$ cat config.mk
export PLATFORM = sky130hd
export DESIGN_NAME = wtp_token_parser
export DESIGN_NICKNAME = d
export VERILOG_FILES = /design/src/rtl/wtp_pkg.sv /design/src/rtl/wtp_token_split.sv /design/src/rtl/wtp_cfg_file.sv /design/src/rtl/wtp_job_collect.sv /design/src/rtl/wtp_token_parser.sv
export SDC_FILE = /design/constraint.sdc
export NUM_CORES = 2
export LEC_CHECK = 0
export BUFFER_PORTS_ARGS = -buffer_cell sky130_fd_sc_hd__clkbuf_2
export CAP_MARGIN = 20
export CORE_AREA = 2 2 454 456
export CTS_CLUSTER_SIZE = 16
export DETAILED_ROUTE_END_ITERATION = 8
export DIE_AREA = 0 0 456 458
export GPL_TIMING_DRIVEN = 0
export MAX_ROUTING_LAYER = met4
export SLEW_MARGIN = 20
export SYNTH_ARGS = -nofsm -noshare
export SYNTH_HDL_FRONTEND = slang
export SYNTH_SLANG_ARGS = --single-unit
$ cat constraint.sdc
create_clock -name clk -period 3.3 [get_ports clk]
set_clock_uncertainty 0.15 [all_clocks]
set_input_delay 0.99 -clock clk [delete_from_list [all_inputs] [get_ports clk]]
set_output_delay 0.99 -clock clk [all_outputs]
set_load 0.02 [all_outputs]
$ cat src/rtl/wtp_pkg.sv
// Package: shared token layout, register indices and job constants for the
// warp token parser. Assumes a fixed 32-bit token format.
package wtp_pkg;
    localparam int TOK_W    = 32;
    localparam int IDX_W    = 5;
    localparam int CFG_W    = 25;
    localparam int DVAL_W   = 30;
    localparam int NREG     = 1 << IDX_W;
    localparam int CMD_BIT  = 31;
    localparam int CRUN_BIT = 30;
    localparam int IDX_LSB  = 25;

    localparam logic [IDX_W-1:0] REG_INTERP = IDX_W'(24);
    localparam logic [IDX_W-1:0] REG_SCAN   = IDX_W'(25);
    localparam logic [IDX_W-1:0] REG_MODE   = IDX_W'(26);

    localparam int FRX_LSB = 0;
    localparam int FRX_W   = 10;
    localparam int IPX_LSB = 10;
    localparam int IPX_W   = 6;
    localparam int FRY_LSB = 16;
    localparam int FRY_W   = 10;

    localparam int CORNERS     = 4;
    localparam int COORD_SLOTS = 2 * CORNERS;
    localparam int SCALE_LEN   = 3;
    localparam int QUAD_LEN    = COORD_SLOTS + 2;
    localparam int CNT_W       = $clog2(QUAD_LEN);

    typedef enum logic [1:0] {
        INTERP_NEAREST  = 2'd0,
        INTERP_BILINEAR = 2'd1,
        INTERP_BICUBIC  = 2'd2,
        INTERP_TABLE    = 2'd3
    } interp_e;

    typedef struct packed {
        logic              cmd;
        logic              crun;
        logic [IDX_W-1:0]  idx;
        logic [CFG_W-1:0]  cfg_val;
        logic [DVAL_W-1:0] dval;
    } tok_fields_t;
endpackage

$ cat src/rtl/wtp_token_split.sv
// Module: wtp_token_split
// Splits one raw token into its fields. Purely combinational.
// Assumes the package token layout; data value and config value overlap.
module wtp_token_split
    import wtp_pkg::*;
(
    input  logic [TOK_W-1:0] tok,
    output tok_fields_t      f
);
    // Field extraction from the raw token
    always_comb begin
        f.cmd     = tok[CMD_BIT];
        f.crun    = tok[CRUN_BIT];
        f.idx     = tok[IDX_LSB +: IDX_W];
        f.cfg_val = tok[0 +: CFG_W];
        f.dval    = tok[0 +: DVAL_W];
    end
endmodule

$ cat src/rtl/wtp_cfg_file.sv
// Module: wtp_cfg_file
// Configuration register file with one write port and every register driven
// out in parallel. Assumes at most one write per cycle.
module wtp_cfg_file #(
    parameter int N  = 32,
    parameter int W  = 25,
    parameter int AW = $clog2(N)
) (
    input  logic                clk,
    input  logic                rst_n,
    input  logic                wr_en,
    input  logic [AW-1:0]       wr_idx,
    input  logic [W-1:0]        wr_val,
    output logic [N-1:0][W-1:0] q
);
    logic [N-1:0] hit;

    // Per-register write enable decode
    for (genvar g = 0; g < N; g++) begin : g_hit
        assign hit[g] = wr_en && (wr_idx == AW'(g));
    end

    // Register storage, cleared by reset
    always_ff @(posedge clk) begin
        if (!rst_n) begin
            q <= '0;
        end else begin
            for (int i = 0; i < N; i++) begin
                if (hit[i]) q[i] <= wr_val;
            end
        end
    end
endmodule

$ cat src/rtl/wtp_job_collect.sv
// Module: wtp_job_collect
// Counts data tokens into a job and captures each token into its descriptor
// field. The mode is latched at the first token. A config token aborts a
// partial job. Assumes data_fire and cfg_fire are never high together.
module wtp_job_collect
    import wtp_pkg::*;
#(
    parameter int DW = DVAL_W,
    parameter int CW = CNT_W
) (
    input  logic                      clk,
    input  logic                      rst_n,
    input  logic                      data_fire,
    input  logic                      cfg_fire,
    input  logic                      crun,
    input  logic [DW-1:0]             dval,
    input  logic                      mode_quad,
    input  logic [1:0]                interp,
    input  logic                      scan,
    output logic                      done,
    output logic                      abort,
    output logic                      quad_q,
    output logic                      crun_q,
    output interp_e                   interp_q,
    output logic                      scan_q,
    output logic [FRX_W-1:0]          frx_q,
    output logic [IPX_W-1:0]          ipx_q,
    output logic [FRY_W-1:0]          fry_q,
    output logic [CORNERS-1:0][DW-1:0] cx_q,
    output logic [CORNERS-1:0][DW-1:0] cy_q,
    output logic [DW-1:0]             src_q,
    output logic [DW-1:0]             dst_q
);
    localparam logic [CW-1:0] SCALE_LAST = CW'(SCALE_LEN - 1);
    localparam logic [CW-1:0] QUAD_LAST  = CW'(QUAD_LEN - 1);
    localparam logic [CW-1:0] QUAD_SRC   = CW'(COORD_SLOTS);
    localparam logic [CW-1:0] SC_SRC     = CW'(1);

    logic [CW-1:0] cnt;
    logic          first;
    logic          eff_quad;
    logic          last;
    logic [1:0]    corner;

    // Slot decode for the current token
    always_comb begin
        first    = (cnt == '0);
        eff_quad = first ? mode_quad : quad_q;
        last     = eff_quad ? (cnt == QUAD_LAST) : (cnt == SCALE_LAST);
        done     = data_fire && last;
        abort    = cfg_fire && !first;
        corner   = cnt[2:1];
    end

    // Sequence position counter
    always_ff @(posedge clk) begin
        if (!rst_n)          cnt <= '0;
        else if (cfg_fire)   cnt <= '0;
        else if (data_fire)  cnt <= last ? '0 : cnt + CW'(1);
    end

    // Per-job attributes latched at the first data token
    always_ff @(posedge clk) begin
        if (!rst_n) begin
            quad_q <= 1'b0;
            crun_q <= 1'b0;
        end else if (data_fire && first) begin
            quad_q <= mode_quad;
            crun_q <= crun;
        end
    end

    // Interpolation kind and scan direction latched as the job completes
    always_ff @(posedge clk) begin
        if (!rst_n) begin
            interp_q <= INTERP_NEAREST;
            scan_q   <= 1'b0;
        end else if (done) begin
            interp_q <= interp_e'(interp);
            scan_q   <= scan;
        end
    end

    // Field capture: clear at job start, then store the token in its slot
    always_ff @(posedge clk) begin
        if (!rst_n) begin
            frx_q <= '0;
            ipx_q <= '0;
            fry_q <= '0;
            cx_q  <= '0;
            cy_q  <= '0;
            src_q <= '0;
            dst_q <= '0;
        end else if (data_fire) begin
            if (first) begin
                frx_q <= '0;
                ipx_q <= '0;
                fry_q <= '0;
                cx_q  <= '0;
                cy_q  <= '0;
                src_q <= '0;
                dst_q <= '0;
            end
            if (eff_quad) begin
                if (cnt < QUAD_SRC) begin
                    if (cnt[0]) cy_q[corner] <= dval;
                    else        cx_q[corner] <= dval;
                end else if (cnt == QUAD_SRC) begin
                    src_q <= dval;
                end else begin
                    dst_q <= dval;
                end
            end else begin
                if (first) begin
                    frx_q <= dval[FRX_LSB +: FRX_W];
                    ipx_q <= dval[IPX_LSB +: IPX_W];
                    fry_q <= dval[FRY_LSB +: FRY_W];
                end else if (cnt == SC_SRC) begin
                    src_q <= dval;
                end else begin
                    dst_q <= dval;
                end
            end
        end
    end
endmodule

$ cat src/rtl/wtp_token_parser.sv
// Module: wtp_token_parser (top)
// Parses the mixed token stream into register writes and job descriptors.
// Assumes the token source holds data while valid and not yet accepted.
module wtp_token_parser
    import wtp_pkg::*;
(
    input  logic                           clk,
    input  logic                           rst_n,
    input  logic                           tok_valid,
    output logic                           tok_ready,
    input  logic [31:0]                    tok_data,
    output logic                           job_valid,
    input  logic                           job_ready,
    output logic                           job_quad,
    output logic                           job_crun,
    output logic [1:0]                     job_interp,
    output logic                           job_scan,
    output logic [9:0]                     job_frx,
    output logic [5:0]                     job_ipx,
    output logic [9:0]                     job_fry,
    output logic [3:0][29:0]               job_cx,
    output logic [3:0][29:0]               job_cy,
    output logic [29:0]                    job_src,
    output logic [29:0]                    job_dst,
    output logic                           proto_err,
    output logic [31:0][24:0]              cfg_q
);
    tok_fields_t f;
    logic        fire;
    logic        cfg_fire;
    logic        data_fire;
    logic        done;
    logic        abort;
    interp_e     interp_q;

    wtp_token_split u_split (
        .tok (tok_data),
        .f   (f)
    );

    // Handshake qualification of the incoming token
    always_comb begin
        tok_ready = !job_valid;
        fire      = tok_valid && tok_ready;
        cfg_fire  = fire && f.cmd;
        data_fire = fire && !f.cmd;
    end

    wtp_cfg_file #(.N(NREG), .W(CFG_W), .AW(IDX_W)) u_cfg (
        .clk    (clk),
        .rst_n  (rst_n),
        .wr_en  (cfg_fire),
        .wr_idx (f.idx),
        .wr_val (f.cfg_val),
        .q      (cfg_q)
    );

    wtp_job_collect #(.DW(DVAL_W), .CW(CNT_W)) u_collect (
        .clk       (clk),
        .rst_n     (rst_n),
        .data_fire (data_fire),
        .cfg_fire  (cfg_fire),
        .crun      (f.crun),
        .dval      (f.dval),
        .mode_quad (cfg_q[REG_MODE][0]),
        .interp    (cfg_q[REG_INTERP][1:0]),
        .scan      (cfg_q[REG_SCAN][0]),
        .done      (done),
        .abort     (abort),
        .quad_q    (job_quad),
        .crun_q    (job_crun),
        .interp_q  (interp_q),
        .scan_q    (job_scan),
        .frx_q     (job_frx),
        .ipx_q     (job_ipx),
        .fry_q     (job_fry),
        .cx_q      (job_cx),
        .cy_q      (job_cy),
        .src_q     (job_src),
        .dst_q     (job_dst)
    );

    assign job_interp = interp_q;

    // Descriptor valid: set on job completion, cleared when taken
    always_ff @(posedge clk) begin
        if (!rst_n)         job_valid <= 1'b0;
        else if (done)      job_valid <= 1'b1;
        else if (job_ready) job_valid <= 1'b0;
    end

    // Sticky protocol-error flag
    always_ff @(posedge clk) begin
        if (!rst_n)     proto_err <= 1'b0;
        else if (abort) proto_err <= 1'b1;
    end
endmodule

==> flow_summary.toml <==
[timing]
fin_crit_ps = 3220
hold_ws_ps = 265
finalSetupViolCount = 0
hold_viol_final = 0
grt_setup_unrepaired = "false"
fmax_mhz = 311
max_slew_margin = 0.213
worst_slew_pin_slew_ps = 1180
slew_violations = 0
finalCritPeriodShare = 0.976

[min_path]
hold_path_class = "input port to flip-flop"

[logic_synthesis]
synth_edf_count = 0
synthCells = 3988
synthesis.nets = 4027
postSynth.asyncResetShare = 0
yosysSeqAreaShare = 0.580
synth_area_um2 = 39300
ys_ff_latch = 1137
post_synth_num_cell_types = 66
ys_warn_count = 0
avgSynthCellArea_um2 = 9.85
synthFlopType = "dfxtp_1"

[worst_setup_path]
critPathLaunchType = "flip-flop"
crit_path_end_kind = "flip-flop"
crit_required_ps = 3830
crit_slowest_cell = "clkbuf_2"
path_delay_family = "buffers and inverters"
critPathMaxFanout = 11
worstSetupPathType = "flip-flop to flip-flop"
crit_chain = "buf_6 -> nand2b_1 -> clkbuf_2 -> nor2_1 -> nand2_1 -> buf_2 -> mux2i_1"
critPathMaxStageDelay_ps = 570
worst-path-buf-inv = 3
crit_arrival_ps = 3750

[layout]
drive_above_1_share = 0.288
most-common-layout-cells = "clkbuf_2 (1188), dfxtp_1 (1137), nand2_1 (556)"
fin_cells = 8082
layout_commonest_cell = "clkbuf_2"
fillers = 21700
area_growth_pct = 35.5
final_util = 0.261
nets = 5315

[route]
drtPass1Iterations = 6
met2WireLength_um = 107000
drt_first_iter_violations = 4374
drc = 0
drt_wl_total_um = 229000
viasPerCell = 4.77
met1_length_um = 85100
wl_met3_um = 21400
post_drt_wl_per_cell_um = 28.3
drtAntennaViolNets = 0
via_count = 38500
top_layer = "met4"

[clock_network]
postCtsHoldBufs = 0
htreeDepth = 3
clockRootBuffer = "clkbuf_16"
clock-sinks = 1137
cts_made_buffers = 119
path_clk_slew_ps = 60
clk_latency_ps = 790
cts_buffer_depth = 3
cts_tree = "done"

[die]
start_util = 0.193
dieArea_um2 = 209000
coreArea_um2 = 204000
rows = 166
ios = 1170
die_w_um = 456
fp.dieH_um = 458

[pwr]
pwr-share-seq = 0.459
power.net_switching_uw = 7680
swShare = 0.255
p_comb_frac = 0.058
power.density_nw_per_um2 = 567
p_leak_uw = 0.0235
power.internal_uw = 22500
ir_worst_vdd_v = 0.000509
pwr-share-clk = 0.484

[placement]
gp_congestion = 0.929
io_buffers = 1148
dpl.cell_count = 7844
dpl.hpwl_um = 178000

[global_routing]
antenna_found_initial = 33
grt_max_degree = 20
grt_pass1_vias = 35900
grt_overflow = 0
grt_pass1_wl_um = 301000
grt_use_total = 0.214

[status]
status = "finished, final reports clean"

[run]
drv_cap = 0
-- cells by family (layout without fill, tap and decap cells) --
logic type      after synthesis  after routing  share of synthesized area
mux                         408            408                      0.104
compound gates              755            755                      0.124
buf+inv                     455           1847                     0.0473
flops                      1137           1137                      0.580
simple gates               1230           1230                      0.144
fa+ha+maj                     3              3                   0.000956
other cells                   0             14                          0
-- tightest hold or removal path, cell delays in order --
cell and delay [ps]:
clkbuf_2 80, nand2_1 50, a21oi_1 50
-- layer usage --
layer / global-route usage / up-vias
met3: 0.0541 / 569
met2: 0.342 / 2384
met1: 0.241 / 19100
met4: 0.127 / 0
met5: - / -
li1: - / 16500
-- cell type report --
cell class | instances | area, um^2 | area share
sequential | 1137 | 22800 | 0.428
timing repair buffer | 1170 | 6150 | 0.116
clock inverter | 57 | 841 | 0.0158
antenna | 14 | 35.0 | 0.000658
buffer | 447 | 1900 | 0.0356
multi-input combinational | 2396 | 14800 | 0.277
clock buffer | 168 | 3390 | 0.0637
tap | 2688 | 3360 | 0.0632
inverter | 5 | 18.8 | 0.000353
-- Yosys cell counts (all sizes together), types with 2 or more instances --
cell type,number,area share
mux2i,407,0.10
a31oi,6,0.00096
o21ba,2,0.00051
o22ai,30,0.0048
clkbuf,333,0.032
a2bb2o,38,0.013
nand3,505,0.064
nand4b,3,0.00067
ha,3,0.00096
dfxtp,1137,0.58
nor3b,2,0.00038
nor2b,7,0.0011
nand3b,10,0.0019
a32o,105,0.027
o2bb2ai,7,0.0020
a22o,5,0.0011
and2,9,0.0014
or4b,2,0.00061
a22oi,9,0.0017
nor2,50,0.0050
nand2b,8,0.0013
or3,23,0.0038
and3,2,0.00032
or2,3,0.00048
a32oi,18,0.0040
a21oi,62,0.0080
nand2,579,0.056
or3b,3,0.00067
o21ai,462,0.059
nand4,5,0.00080
inv,5,0.00048
o311ai,4,0.00089
buf,117,0.015
nor4b,3,0.00083
nor4,3,0.0012
nor3,10,0.0024
-- power groups by stage --
stage	Combinational (uW)	Sequential, uW	Clock, uW
final	1740	13800	14600
after global routing	1780	13800	15200
after CTS	1720	13800	14700
after detailed placement	1710	14100	0
after global placement	1640	14100	0
after floorplan	610	14200	0
-- path summary, 6_finish.rpt --
check             depth (start not counted)                               to  slack (ps)                            start
setup / recovery                          7        u_cfg.q[220]$_SDFFE_PN0P_          80           job_valid$_SDFFE_PN0P_
hold / removal                            3    u_collect.crun_q$_SDFFE_PN0P_         270                     tok_data[30]
setup reg to reg                          7        u_cfg.q[220]$_SDFFE_PN0P_          80           job_valid$_SDFFE_PN0P_
hold reg to reg                           2  u_collect.src_q[8]$_SDFFE_PN0N_         310  u_collect.src_q[8]$_SDFFE_PN0N_
-- registers in the layout, summed over array words and instances, names as in the netlist, named ones only --
signal and count:
proto_err 1, job_valid 1, u_collect.cx_q 120, u_collect.cy_q 120, u_collect.dst_q 30, u_collect.src_q 30
u_collect.crun_q 1, u_collect.scan_q 1, u_cfg.q 800, u_collect.quad_q 1, u_collect.interp_q 2, u_collect.cnt 4
-- metrics by stage --
step | cell area [um^2] | total power, uW | TNS, ps | setup slack (ps)
floorplan | 39300 | 14800 | 0 | 600
global placement | 48400 | 15800 | -1285910 | -2950
detailed placement | 48900 | 15800 | -471910 | -1120
CTS | 53200 | 30200 | 0 | 7.80
global route | 53200 | 30800 | 0 | 8.96
finish | 53200 | 30200 | 0 | 80.1
-- what timing repair did --
item / in CTS / in global routing
pin swaps: 2 / 0
gates resized for setup: 10 / 18
endpoints found under the setup margin: 190 / 173
setup buffers: 2 / 0
hold endpoints to repair: 0 / 0
(Power assumes the default switching activity.)
